### config.mk
export PLATFORM = sky130hd
export DESIGN_NAME = pm_ovh_inserter
export DESIGN_NICKNAME = d
export VERILOG_FILES = /design/src/rtl/pm_ovh_pkg.sv /design/src/rtl/pm_trace_store.sv /design/src/rtl/pm_bip_pipe.sv /design/src/rtl/pm_pn11_gen.sv /design/src/rtl/pm_ovh_inserter.sv
export SDC_FILE = /design/constraint.sdc
export NUM_CORES = 1
export LEC_CHECK = 0
export ABC_AREA = 1
export BUFFER_PORTS_ARGS = -buffer_cell sky130_fd_sc_hd__buf_4
export CELL_PAD_IN_SITES_DETAIL_PLACEMENT = 1
export CELL_PAD_IN_SITES_GLOBAL_PLACEMENT = 2
export CORE_MARGIN = 5
export CORE_UTILIZATION = 30
export DETAILED_ROUTE_END_ITERATION = 8
export PLACE_DENSITY = 0.67
export SLEW_MARGIN = 20
export SYNTH_ARGS = -nofsm -noshare
export SYNTH_HDL_FRONTEND = slang
export SYNTH_SLANG_ARGS = --single-unit
### constraint.sdc
create_clock -name clk -period 2.82 [get_ports clk]
set_input_delay 0.282 -clock clk [delete_from_list [all_inputs] [get_ports clk]]
set_output_delay 0.282 -clock clk [all_outputs]
set_load 0.005 [all_outputs]
### src/rtl/pm_ovh_pkg.sv
package pm_ovh_pkg;

   localparam int unsigned FIELD_W = 24;
   localparam int unsigned BYTE_W  = 8;
   localparam int unsigned BEI_W   = 4;
   localparam int unsigned STAT_W  = 3;

   typedef enum logic [1:0] {
      SRC_INTERNAL = 2'b00,
      SRC_SIDE     = 2'b01,
      SRC_RX       = 2'b10,
      SRC_MIXED    = 2'b11
   } pm_src_e;

   typedef struct packed {
      logic [BYTE_W-1:0] tti;
      logic [BYTE_W-1:0] bip;
      logic [BEI_W-1:0]  bei;
      logic              bdi;
      logic [STAT_W-1:0] stat;
   } pm_field_t;

   localparam logic [FIELD_W-1:0] PAT_AIS = 24'hFFFFFF;
   localparam logic [FIELD_W-1:0] PAT_LCK = 24'h555555;
   localparam logic [FIELD_W-1:0] PAT_OCI = 24'h666666;

endpackage

### src/rtl/pm_trace_store.sv
module pm_trace_store #(
   parameter int unsigned DEPTH  = 64,
   parameter int unsigned DATA_W = 8,
   localparam int unsigned AW    = $clog2(DEPTH)
) (
   input  logic              clk,
   input  logic              rst_n,
   input  logic              wr_en,
   input  logic [AW-1:0]     wr_addr,
   input  logic [DATA_W-1:0] wr_data,
   input  logic [AW-1:0]     rd_addr,
   output logic [DATA_W-1:0] rd_data
);

   logic [DATA_W-1:0] mem_q [DEPTH];

   always_ff @(posedge clk) begin
      if (!rst_n) begin
         for (int i = 0; i < DEPTH; i++) begin
            mem_q[i] <= '0;
         end
      end else if (wr_en) begin
         mem_q[wr_addr] <= wr_data;
      end
   end

   assign rd_data = mem_q[rd_addr];

endmodule

### src/rtl/pm_bip_pipe.sv
module pm_bip_pipe #(
   parameter int unsigned W   = 8,
   parameter int unsigned LAG = 2
) (
   input  logic         clk,
   input  logic         rst_n,
   input  logic         frame_start,
   input  logic         byte_valid,
   input  logic [W-1:0] byte_in,
   output logic [W-1:0] bip_out
);

   if (LAG < 2) begin : g_bad_lag
      $error("pm_bip_pipe: LAG must be at least 2");
   end

   logic [W-1:0] acc_q;

   always_ff @(posedge clk) begin
      if (!rst_n) begin
         acc_q <= '0;
      end else if (frame_start) begin
         acc_q <= byte_valid ? byte_in : '0;
      end else if (byte_valid) begin
         acc_q <= acc_q ^ byte_in;
      end
   end

   for (genvar j = 1; j < LAG; j++) begin : g_stage
      logic [W-1:0] q;
      logic [W-1:0] d;
      if (j == 1) begin : g_first
         assign d = acc_q;
      end else begin : g_next
         assign d = g_stage[j-1].q;
      end
      always_ff @(posedge clk) begin
         if (!rst_n) begin
            q <= '0;
         end else if (frame_start) begin
            q <= d;
         end
      end
   end

   assign bip_out = g_stage[LAG-1].q;

endmodule

### src/rtl/pm_pn11_gen.sv
module pm_pn11_gen #(
   parameter int unsigned BITS = 24
) (
   input  logic            clk,
   input  logic            rst_n,
   input  logic            step,
   output logic [BITS-1:0] bits_o
);

   localparam int unsigned SW = 11;

   logic [SW-1:0] state_q;
   logic [SW-1:0] state_d;

   always_comb begin
      logic [SW-1:0] s;
      s = state_q;
      bits_o = '0;
      for (int i = 0; i < BITS; i++) begin
         bits_o[BITS-1-i] = s[SW-1];
         s = {s[SW-2:0], s[SW-1] ^ s[SW-3]};
      end
      state_d = s;
   end

   always_ff @(posedge clk) begin
      if (!rst_n) begin
         state_q <= '1;
      end else if (step) begin
         state_q <= state_d;
      end
   end

endmodule

### src/rtl/pm_ovh_inserter.sv
module pm_ovh_inserter
   import pm_ovh_pkg::*;
#(
   parameter int unsigned TTI_DEPTH     = 64,
   parameter int unsigned MFAS_W        = 8,
   parameter int unsigned BIP_LAG       = 2,
   parameter bit          HAS_SIDE_PORT = 1'b1,
   parameter logic [2:0]  STAT_RST      = 3'b001
) (
   input  logic                         clk,
   input  logic                         rst_n,
   input  logic                         frame_start,
   input  logic [MFAS_W-1:0]            mfas,
   input  logic                         pay_valid,
   input  logic [7:0]                   pay_byte,
   input  logic [1:0]                   src_sel,
   input  logic                         upd_en,
   input  logic                         odu_ais,
   input  logic                         odu_lck,
   input  logic                         odu_oci,
   input  logic                         otu_ais,
   input  logic                         los,
   input  logic                         lof,
   input  logic [3:0]                   bei_in,
   input  logic                         stat_wr,
   input  logic [2:0]                   stat_wdata,
   input  logic                         trace_wr,
   input  logic [$clog2(TTI_DEPTH)-1:0] trace_waddr,
   input  logic [7:0]                   trace_wdata,
   input  logic [23:0]                  side_pm,
   input  logic [23:0]                  rx_pm,
   output logic [23:0]                  pm_out,
   output logic                         pm_valid
);

   localparam int unsigned TAW = $clog2(TTI_DEPTH);

   if (TTI_DEPTH != (1 << TAW)) begin : g_bad_depth
      $error("pm_ovh_inserter: TTI_DEPTH must be a power of two");
   end
   if (MFAS_W < TAW) begin : g_bad_mfas
      $error("pm_ovh_inserter: MFAS_W narrower than trace index");
   end

   logic [BYTE_W-1:0]  trace_rd;
   logic [BYTE_W-1:0]  bip_ins;
   logic [FIELD_W-1:0] pn_bits;
   logic [STAT_W-1:0]  stat_q;
   logic [FIELD_W-1:0] idle_field;

   pm_trace_store #(
      .DEPTH  (TTI_DEPTH),
      .DATA_W (BYTE_W)
   ) u_trace (
      .clk     (clk),
      .rst_n   (rst_n),
      .wr_en   (trace_wr),
      .wr_addr (trace_waddr),
      .wr_data (trace_wdata),
      .rd_addr (mfas[TAW-1:0]),
      .rd_data (trace_rd)
   );

   pm_bip_pipe #(
      .W   (BYTE_W),
      .LAG (BIP_LAG)
   ) u_bip (
      .clk         (clk),
      .rst_n       (rst_n),
      .frame_start (frame_start),
      .byte_valid  (pay_valid),
      .byte_in     (pay_byte),
      .bip_out     (bip_ins)
   );

   pm_pn11_gen #(
      .BITS (FIELD_W)
   ) u_pn (
      .clk    (clk),
      .rst_n  (rst_n),
      .step   (frame_start & otu_ais),
      .bits_o (pn_bits)
   );

   always_ff @(posedge clk) begin
      if (!rst_n) begin
         stat_q <= STAT_RST;
      end else if (stat_wr) begin
         stat_q <= stat_wdata;
      end
   end

   if (HAS_SIDE_PORT) begin : g_idle_side
      assign idle_field = side_pm;
   end else begin : g_idle_zero
      assign idle_field = '0;
   end

   pm_field_t side_f;
   pm_field_t intl_f;
   pm_field_t next_f;

   always_comb begin
      side_f = pm_field_t'(side_pm);
      intl_f.tti  = trace_rd;
      intl_f.bip  = bip_ins;
      intl_f.bei  = bei_in;
      intl_f.bdi  = los | lof;
      intl_f.stat = stat_q;

      unique case (pm_src_e'(src_sel))
         SRC_INTERNAL: next_f = intl_f;
         SRC_SIDE: begin
            next_f     = side_f;
            next_f.bip = bip_ins;
         end
         SRC_RX:       next_f = pm_field_t'(rx_pm);
         SRC_MIXED: begin
            next_f     = intl_f;
            next_f.bei = side_f.bei;
            next_f.bdi = side_f.bdi;
         end
         default:      next_f = intl_f;
      endcase

      if (!upd_en)  next_f = pm_field_t'(idle_field);
      if (odu_oci)  next_f = pm_field_t'(PAT_OCI);
      if (odu_lck)  next_f = pm_field_t'(PAT_LCK);
      if (odu_ais)  next_f = pm_field_t'(PAT_AIS);
      if (otu_ais)  next_f = pm_field_t'(pn_bits);
   end

   always_ff @(posedge clk) begin
      if (!rst_n) begin
         pm_out   <= '0;
         pm_valid <= 1'b0;
      end else begin
         pm_valid <= frame_start;
         if (frame_start) begin
            pm_out <= next_f;
         end
      end
   end

endmodule


Word level (Yosys, flattened, before mapping)
Memories as Yosys holds them, arrays and structs flattened.
Cells that the tools add are included.
{"block": "totals", "register_bits": 55, "latch_bits": 0, "mem_count": 1, "ramBits": 512, "output_inout_bits": 25, "mem_bits_ro": 0}
{"memory": "u_trace.mem_q", "depth": 64, "width": 8, "rd": 1, "rd_ports_with_merged_regs": 0, "wr": 64, "line": "pm_trace_store.sv:15", "rtl": "logic [DATA_W-1:0] mem_q [DEPTH];"}
{"block": "classes", "n_lt_le_gt_ge": 0, "muxes": 16, "multipliers": 0, "n_shift": 0, "div": 0, "bitwise": 27, "eq_ne": 3, "add_sub_neg": 0, "reduce_logical": 3}
{"op": "24-bit 2-to-1 mux", "count": 5}
{"op": "24-bit one-hot mux with 4 select lines", "count": 1}
{"op": "8-bit 2-to-1 mux", "count": 4}
{"op": "1-bit bitwise XOR", "count": 24}
{"op": "8-bit OR reduction", "count": 1}
{"op": "8-bit bitwise XOR", "count": 1}
{"op": "6-bit 2-to-1 mux", "count": 1}
{"op": "1-bit 2-to-1 mux", "count": 5}
{"op": "2-bit equality test (second input constant)", "count": 2}
{"op": "2-bit by 1-bit equality test with 1-bit output (second input constant)", "count": 1}
{"op": "2-bit zero test", "count": 1}
{"op": "2-bit nonzero test", "count": 1}
{"op": "1-bit AND", "count": 1}
{"op": "1-bit OR", "count": 1}

Logic depth before layout (Yosys ltp)
Gate-level depths: netlist (run 1).
{"block": "logic_depth", "word_depth": 7, "ltp_mapped": 19, "depth_no_buf": 17}

Hierarchy
Synthesis (run 1) repeated with hierarchy kept, for this count alone.
{"block": "unflattened", "hier_cells": 2962, "area_unflattened_um2": 26753.2}
{"mod": "pm_trace_store", "n_inst": 1, "cells_each": 2448, "area_per_inst_um2": 23598.9}
{"mod": "pm_ovh_inserter", "n_inst": 1, "cells_each": 305, "area_per_inst_um2": 1794.2}
{"mod": "pm_pn11_gen", "n_inst": 1, "cells_each": 117, "area_per_inst_um2": 724.4}
{"mod": "pm_bip_pipe", "n_inst": 1, "cells_each": 92, "area_per_inst_um2": 635.6}

Worst setup path before layout (run 1)
Ideal clock, no wire load.
{"block": "synth_path", "kind": "in2reg", "startpoint": "in trace_waddr[1]", "endpoint": "mem u_trace.mem_q[19][0] (enable)", "t_required_ns": 2.491, "setup_slack_ns": 0.749, "t_arrival_ns": 1.742, "stages": 5, "path_buffers": 1, "cell_sequence": "buf_2 > inv_2 > nor4_2 > nand2_2 > nand2_1"}
{"item": "start: declaration", "line": "pm_ovh_inserter.sv:28", "rtl": "input logic [$clog2(TTI_DEPTH)-1:0] trace_waddr,"}
{"item": "end: declaration", "line": "pm_trace_store.sv:15"}

Final worst setup path (run 1)
{"block": "layout_path", "startpoint": "mem u_trace.mem_q[30][2]", "endpoint": "reg pm_out[18]"}
{"block": "layout_via", "elab_chain_cells": 7}
{"item": "memory read 64 x 8 bit"}
{"item": "24-bit one-hot mux with 4 select lines", "line": "pm_ovh_inserter.sv:111", "rtl": "unique case (pm_src_e'(src_sel))"}
{"item": "24-bit 2-to-1 mux", "line": "pm_ovh_inserter.sv:126", "rtl": "if (!upd_en) next_f = pm_field_t'(idle_field);"}
{"item": "24-bit 2-to-1 mux", "line": "pm_ovh_inserter.sv:127", "rtl": "if (odu_oci) next_f = pm_field_t'(PAT_OCI);"}
{"item": "24-bit 2-to-1 mux", "line": "pm_ovh_inserter.sv:128", "rtl": "if (odu_lck) next_f = pm_field_t'(PAT_LCK);"}
{"item": "24-bit 2-to-1 mux", "line": "pm_ovh_inserter.sv:129", "rtl": "if (odu_ais) next_f = pm_field_t'(PAT_AIS);"}
{"item": "24-bit 2-to-1 mux", "line": "pm_ovh_inserter.sv:130", "rtl": "if (otu_ais) next_f = pm_field_t'(pn_bits);"}
{"item": "end signal: assignment", "line": "pm_ovh_inserter.sv:140", "rtl": "pm_out <= next_f;"}
{"item": "end: declaration", "line": "pm_ovh_inserter.sv:32", "rtl": "output logic [23:0] pm_out,"}
Every way passes these cells.
A chain may end at the register's enable or synchronous reset.

==> results of run 1 <==
==> repair_timing <==
item	in CTS	in global routing
endpoints found under the hold margin	15	0
hold buffers	21	0
endpoints found under the setup margin	0	0
==> where the power goes <==
group          internal [mW]  switching [mW]
Clock                   4.86            3.52
Sequential              9.59           0.164
Combinational          0.630            1.41
Total                   15.1            5.10
==> layout make-up <==
type,instances,area [sq um],area share
Inverter,55,213,0.00680
Clock buffer,100,1940,0.0619
Sequential cell,567,16500,0.527
Clock inverter,20,141,0.00452
Tap cell,1165,1460,0.0466
Timing Repair Buffer,239,2190,0.0700
Multi-Input combinational cell,2002,8860,0.283
==> flip-flops by register name (all words and copies together), names as in the netlist <==
signal,count
u_trace.mem_q,512
pm_out,24
u_pn.state_q,11
u_bip.acc_q,8
u_bip.bip_out,8
stat_q,3
pm_valid,1
==> cell families after synthesis <==
family	share of synthesized area
xor+xnor	0.00363
compound gates	0.0806
flops	0.621
simple gates	0.250
buf+inv	0.0446
==> tightest hold or removal path, stage by stage <==
cell	delay [ps]
buf_4	140
nand2_1	90
a21oi_1	60
==> final timing paths <==
kind                                       end  slack, ps
worst max-delay path                pm_out[18]        620
worst min-delay path            u_bip.acc_q[5]         30
worst max register to register      pm_out[18]        620
worst min register to register      pm_out[10]        470
==> synth_stat cells, drive strengths merged (4+ instances only) <==
cell type	number
nor3	14
inv	51
clkinv	4
o211ai	26
a221oi	5
xor2	4
buf	90
edfxtp	512
a22o	8
nand3	240
dfxtp	55
a21oi	119
o21ai	137
nor2	693
a31oi	8
nand2	664
xnor2	7
nor4	8
clkbuf	114
nand4	5
o31ai	36
o221ai	18
==> metal layers <==
metal | share of wire | track usage
met1 | 0.45 | 0.255
met2 | 0.49 | 0.326
met3 | 0.040 | 0.0247
met4 | 0.024 | 0.0519
met5 | 0.000076 | 0
==> flow_results.xml, run 1 <==
<?xml version="1.0" encoding="UTF-8"?>
<metrics>
  <group name="min_path">
    <metric name="timing.hold.worst.start" unit="">pay_valid</metric>
    <metric name="hold_class" unit="">in -&gt; reg</metric>
    <metric name="hold_depth" unit="">3</metric>
  </group>
  <group name="layout">
    <metric name="area_delta_synth_final" unit="%">17.9</metric>
    <metric name="share_of_layout_cells_above_drive_strength_1" unit="">0.126</metric>
    <metric name="nNetsFinal" unit="">3035</metric>
    <metric name="num-fill-cells" unit="">10000</metric>
    <metric name="final_design_utilization" unit="">0.355</metric>
    <metric name="final_cell_count_no_fill" unit="">4148</metric>
    <metric name="layout_common_cells" unit="">nor2_1 (693), nand2_1 (623), edfxtp_1 (512)</metric>
    <metric name="post-route-cell-area" unit="sq mm">0.0313</metric>
    <metric name="n_antenna_cell" unit="">0</metric>
    <metric name="mostFrequentLayoutCell" unit="">nor2_1</metric>
  </group>
  <group name="cts">
    <metric name="cts_tree" unit="">built</metric>
    <metric name="cts_root_buffer" unit="">clkbuf_16</metric>
    <metric name="path_clk_slew" unit="ps">50</metric>
    <metric name="cts_made_buffers" unit="">70</metric>
    <metric name="clock-sinks" unit="">567</metric>
    <metric name="post_cts.repair.setup_buffers" unit="">0</metric>
    <metric name="cts_htree_levels" unit="">3</metric>
    <metric name="clock_latency_on_the_worst_skew_pair" unit="ps">600</metric>
    <metric name="clock_path_buffers" unit="">3</metric>
    <metric name="cts_resized" unit="">0</metric>
  </group>
  <group name="global_route">
    <metric name="grt_first_pass_wirelength" unit="mm">138</metric>
    <metric name="grt_pass1_vias" unit="">21800</metric>
    <metric name="globalRouteTotalUtil" unit="">0.190</metric>
    <metric name="antenna_found_initial" unit="">1</metric>
    <metric name="global_route.overflow_total" unit="">0</metric>
    <metric name="largest_net_degree_at_the_start_of_global_routing" unit="">100</metric>
  </group>
  <group name="floorplan">
    <metric name="fp.dieW" unit="um">307</metric>
    <metric name="dieArea" unit="sq mm">0.0944</metric>
    <metric name="initial_utilization" unit="">0.301</metric>
    <metric name="area_inside_the_core_boundary" unit="sq mm">0.0881</metric>
    <metric name="row_count" unit="">109</metric>
    <metric name="pin_count" unit="">125</metric>
    <metric name="die-height" unit="um">307</metric>
  </group>
  <group name="yosys">
    <metric name="post_synthesis_net_count" unit="">2928</metric>
    <metric name="syn-cell-area" unit="sq mm">0.0265</metric>
    <metric name="synth_largest_type_area_fraction" unit="">0.580</metric>
    <metric name="synth_enable_flop_cells" unit="">512</metric>
    <metric name="register_bit_total_from_synthesis" unit="">567</metric>
    <metric name="synth_flop_cell" unit="">edfxtp_1</metric>
    <metric name="synth.top_cells.by_area" unit="">edfxtp_1 (58%), nor2_1 (9.8%), nand2_1 (8.8%)</metric>
    <metric name="ys_async_rst_share" unit="">0</metric>
    <metric name="synth_cell_type_count" unit="">35</metric>
    <metric name="yosysTopAreaCell" unit="">edfxtp_1</metric>
    <metric name="netlist_instances" unit="">2828</metric>
    <metric name="yosys_warnings" unit="">0</metric>
    <metric name="ys_seq_area_frac" unit="">0.621</metric>
    <metric name="synthesis.area_per_instance" unit="sq um">9.38</metric>
  </group>
  <group name="run_status">
    <metric name="outcome" unit="">completed</metric>
  </group>
  <group name="place">
    <metric name="dp.cells" unit="">4007</metric>
    <metric name="post-dp-hpwl" unit="mm">59.9</metric>
    <metric name="portBuffers" unit="">122</metric>
    <metric name="gp_congestion" unit="">0.811</metric>
    <metric name="dpl-instance-area" unit="sq mm">0.0290</metric>
    <metric name="pre_cts_slack" unit="ps">68.3</metric>
  </group>
  <group name="worst_setup_path">
    <metric name="critPathRequiredTime" unit="ps">3300</metric>
    <metric name="timing.critical_path.buf_inv" unit="">0</metric>
    <metric name="end_kind" unit="">flip-flop</metric>
    <metric name="worst-path-max-fanout" unit="">1</metric>
    <metric name="timing.critical_path.slowest_cell_delay" unit="ps">540</metric>
    <metric name="cp-startpoint" unit="">u_trace.mem_q[30][2]</metric>
    <metric name="critical-path-slowest-cell" unit="">o31ai_1</metric>
    <metric name="cp_top_family" unit="">simple AND/OR/NAND/NOR gates</metric>
    <metric name="critical_path.startpoint_type" unit="">flip-flop</metric>
    <metric name="path_common_cell" unit="">nand2_1</metric>
    <metric name="r2r.worst_path.cells" unit="">12</metric>
    <metric name="worstPathCellList" unit="">o21ai_0, nor2_1, o31ai_1, nand3_1, nand3_1, nand2_1, nand2_1, nand2_1, nand2_1, nand2_1, nand2_1, a21oi_2</metric>
    <metric name="cp_num_cells" unit="">12</metric>
    <metric name="critPathKind" unit="">reg -&gt; reg</metric>
    <metric name="worstPathArrival" unit="ps">2680</metric>
    <metric name="regToRegStartpoint" unit="">u_trace.mem_q[30][2]</metric>
  </group>
  <group name="power_and_ir_drop">
    <metric name="power-per-cell-area" unit="mW/mm^2">645</metric>
    <metric name="p_leak" unit="nW">12.1</metric>
    <metric name="total_power" unit="mW">20.2</metric>
    <metric name="maximum_vdd_drop" unit="mV">0.364</metric>
  </group>
  <group name="sta">
    <metric name="finalClockSkew" unit="ps">23.4</metric>
    <metric name="setup-tns-final" unit="ps">0</metric>
    <metric name="min_period_over_period" unit="">0.781</metric>
    <metric name="max_clock_freq" unit="MHz">454</metric>
    <metric name="timing_max_transition_violations_final" unit="">0</metric>
    <metric name="timing.final.hold_violations" unit="">0</metric>
    <metric name="period_needed" unit="ps">2200</metric>
    <metric name="fin_worst_hold_slack" unit="ps">30.7</metric>
    <metric name="rsz0062_at_grt" unit="">no</metric>
    <metric name="worst_slack" unit="ps">617</metric>
    <metric name="slew-limit-headroom" unit="">0.345</metric>
    <metric name="timing.final.setup_violations" unit="">0</metric>
    <metric name="max_slew.worst_pin.slew" unit="ps">981</metric>
  </group>
  <group name="routing">
    <metric name="drc_errors" unit="">0</metric>
    <metric name="postRouteAntennaNets" unit="">0</metric>
    <metric name="finalWirelength" unit="mm">92.4</metric>
    <metric name="drt_pass1_iterations" unit="">5</metric>
    <metric name="vias" unit="">21000</metric>
    <metric name="routed_wire_length_per_instance" unit="um">22.3</metric>
    <metric name="drt-vias-per-instance" unit="">5.06</metric>
    <metric name="drt_first_iter_violations" unit="">1316</metric>
  </group>
  <group name="job">
    <metric name="max_cap_violations" unit="">0</metric>
  </group>
</metrics>
No activity file was read; power rests on OpenSTA's default activity.
==> inputs of run 2 (changes only) <==
==> constraint.sdc (replaced) <==
create_clock -name clk -period 2.05 [get_ports clk]
set_input_delay 0.205 -clock clk [delete_from_list [all_inputs] [get_ports clk]]
set_output_delay 0.205 -clock clk [all_outputs]
set_load 0.005 [all_outputs]
==> run 2 against run 1 <==
Net effect: clock power grew 41%; critical endpoint is now pm_out[22]; final area grew 4.6%; critical path type unchanged; sequential power grew 37%; worst setup slack lost 520 ps; maximum frequency grew 13%; combinational power grew 50%; total power grew 40%; final cell count grew 3.3%; critical path depth grew 2; via count grew 3.9%; core utilization grew 1.6 points.
==> flow_results.xml, run 2 (synthesized netlist as in run 1, its figures left out) <==
<?xml version="1.0" encoding="UTF-8"?>
<metrics>
  <group name="sta">
    <metric name="slew-limit-headroom" unit="">0.524</metric>
    <metric name="timing_max_transition_violations_final" unit="">0</metric>
    <metric name="timing.final.hold_violations" unit="">0</metric>
    <metric name="min_period_over_period" unit="">0.952</metric>
    <metric name="max_clock_freq" unit="MHz">512</metric>
    <metric name="rsz0062_at_grt" unit="">yes</metric>
    <metric name="period_needed" unit="ps">1950</metric>
    <metric name="max_slew.worst_pin.slew" unit="ps">714</metric>
    <metric name="finalClockSkew" unit="ps">28.3</metric>
    <metric name="fin_worst_hold_slack" unit="ps">24.2</metric>
    <metric name="timing.final.setup_violations" unit="">0</metric>
  </group>
  <group name="worst_setup_path">
    <metric name="critical_path.startpoint_type" unit="">flip-flop</metric>
    <metric name="critPathKind" unit="">reg -&gt; reg</metric>
    <metric name="r2r.worst_path.cells" unit="">14</metric>
    <metric name="cp-endpoint" unit="">pm_out[22]</metric>
    <metric name="rr_endpoint" unit="">pm_out[22]</metric>
    <metric name="worst-path-max-fanout" unit="">1</metric>
    <metric name="end_kind" unit="">flip-flop</metric>
    <metric name="critPathRequiredTime" unit="ps">2530</metric>
    <metric name="regToRegStartpoint" unit="">u_trace.mem_q[50][6]</metric>
    <metric name="worstPathArrival" unit="ps">2430</metric>
    <metric name="cp-startpoint" unit="">u_trace.mem_q[50][6]</metric>
    <metric name="reg2reg_setup_slack" unit="ps">100</metric>
  </group>
  <group name="floorplan">
    <metric name="row_count" unit="">109</metric>
    <metric name="initial_utilization" unit="">0.301</metric>
    <metric name="die-height" unit="um">307</metric>
    <metric name="dieArea" unit="sq mm">0.0944</metric>
    <metric name="pin_count" unit="">125</metric>
    <metric name="area_inside_the_core_boundary" unit="sq mm">0.0881</metric>
    <metric name="fp.dieW" unit="um">307</metric>
  </group>
  <group name="layout">
    <metric name="reg.largest.list" unit="">u_trace.mem_q x512, pm_out x24, u_pn.state_q x11</metric>
    <metric name="number_of_flip_flops_under_the_largest_register_name" unit="">512</metric>
    <metric name="final_cell_count_no_fill" unit="">4284</metric>
    <metric name="largest-register" unit="">u_trace.mem_q</metric>
    <metric name="n_antenna_cell" unit="">0</metric>
    <metric name="share_of_layout_cells_above_drive_strength_1" unit="">0.165</metric>
    <metric name="layout_common_cells" unit="">nor2_1 (693), nand2_1 (623), edfxtp_1 (512)</metric>
    <metric name="nNetsFinal" unit="">3167</metric>
    <metric name="area_delta_synth_final" unit="%">23.3</metric>
    <metric name="final_design_utilization" unit="">0.371</metric>
    <metric name="mostFrequentLayoutCell" unit="">nor2_1</metric>
  </group>
  <group name="cts">
    <metric name="cts_root_buffer" unit="">clkbuf_16</metric>
    <metric name="cts_made_buffers" unit="">68</metric>
    <metric name="clock_path_buffers" unit="">3</metric>
    <metric name="post_cts.repair.setup_buffers" unit="">0</metric>
    <metric name="clock_latency_on_the_worst_skew_pair" unit="ps">620</metric>
    <metric name="clock-sinks" unit="">567</metric>
    <metric name="cts_tree" unit="">built</metric>
    <metric name="path_clk_slew" unit="ps">60</metric>
    <metric name="cts_htree_levels" unit="">3</metric>
  </group>
  <group name="routing">
    <metric name="drt-vias-per-instance" unit="">5.09</metric>
    <metric name="drc_errors" unit="">0</metric>
    <metric name="vias" unit="">21800</metric>
    <metric name="finalWirelength" unit="mm">97.9</metric>
    <metric name="routed_wire_length_per_instance" unit="um">22.9</metric>
    <metric name="drt_pass1_iterations" unit="">7</metric>
    <metric name="postRouteAntennaNets" unit="">0</metric>
    <metric name="drt_first_iter_violations" unit="">1672</metric>
  </group>
  <group name="global_route">
    <metric name="antenna_found_initial" unit="">0</metric>
    <metric name="global_route.overflow_total" unit="">0</metric>
    <metric name="grt_first_pass_wirelength" unit="mm">145</metric>
    <metric name="grt_pass1_vias" unit="">22700</metric>
    <metric name="globalRouteTotalUtil" unit="">0.202</metric>
    <metric name="largest_net_degree_at_the_start_of_global_routing" unit="">100</metric>
  </group>
  <group name="place">
    <metric name="portBuffers" unit="">122</metric>
    <metric name="post-dp-hpwl" unit="mm">65.7</metric>
    <metric name="gp_congestion" unit="">0.830</metric>
    <metric name="dp.cells" unit="">4132</metric>
  </group>
  <group name="run_status">
    <metric name="outcome" unit="">completed</metric>
  </group>
  <group name="power_and_ir_drop">
    <metric name="p_leak" unit="nW">12.8</metric>
    <metric name="maximum_vdd_drop" unit="mV">0.536</metric>
    <metric name="power-per-cell-area" unit="mW/mm^2">865</metric>
  </group>
  <group name="min_path">
    <metric name="timing.hold.worst.start" unit="">pay_byte[1]</metric>
    <metric name="hold_class" unit="">in -&gt; reg</metric>
  </group>
  <group name="job">
    <metric name="max_cap_violations" unit="">0</metric>
  </group>
</metrics>
-- run 2: layout make-up --
cell class / instances / area, sq um
fill: 10100 / 55400
clock buffer: 83 / 1820
clock inverter: 39 / 299
timing repair buffer: 373 / 3520
tap: 1165 / 1460
inverter: 55 / 213
sequential: 567 / 16500
multi-input combinational: 2002 / 8920
-- run 2: timing repair --
item / 4_1_cts / 5_1_grt
endpoints found under the hold margin: 25 / 0
setup endpoints to repair: 2 / 5
hold buffers: 30 / 0
pin swaps: 0 / 3
resized for setup: 2 / 11
-- run 2: critical path, cell delays in order, from the launching register on --
cell and delay, ps:
edfxtp_1 360, nor2_1 150, nor2_1 50, o21ai_0 110, o211ai_1 170, nand3_1 160
nand3_1 180, nand3_1 190, nand2_1 80, nand2_1 80, nand2_1 50, nand2_1 80
nand2_1 50, nand2_1 50, a21oi_1 50
-- run 2: worst min-delay path by stage --
stage	cells past startpoint	end
final	4	u_bip.acc_q[1]
after global routing	4	u_bip.acc_q[1]
after CTS	5	pm_out[10]
after detailed placement	3	stat_q[0]
after global placement	3	stat_q[0]
after floorplan	2	stat_q[0]
-- run 2: per-layer routing --
layer / GRT usage / vias up / wire length (um)
li1: - / 10100 / -
met1: 0.274 / 11100 / 43900
met2: 0.342 / 467 / 47200
met3: 0.0283 / 117 / 4450
met4: 0.0560 / 0 / 2380
met5: 0 / - / 0
-- run 2: per-stage QoR --
stage                     power (mW)  setup TNS (ps)  setup slack [ps]  instance area [sq um]
after global routing            29.3           -5.13             -5.13                  32700
after detailed placement        16.7           -2820              -332                  30200
after global placement          16.6           -2090              -341                  30200
final                           28.3               0              98.1                  32700
after CTS                       28.5               0              86.6                  32700
after floorplan                 15.1               0              56.1                  26500
-- run 2: where the power goes --
part	total (mW)	switching (mW)	internal, mW
clock network	11.8	4.97	6.82
registers	13.4	0.251	13.2
logic	3.06	2.04	1.02
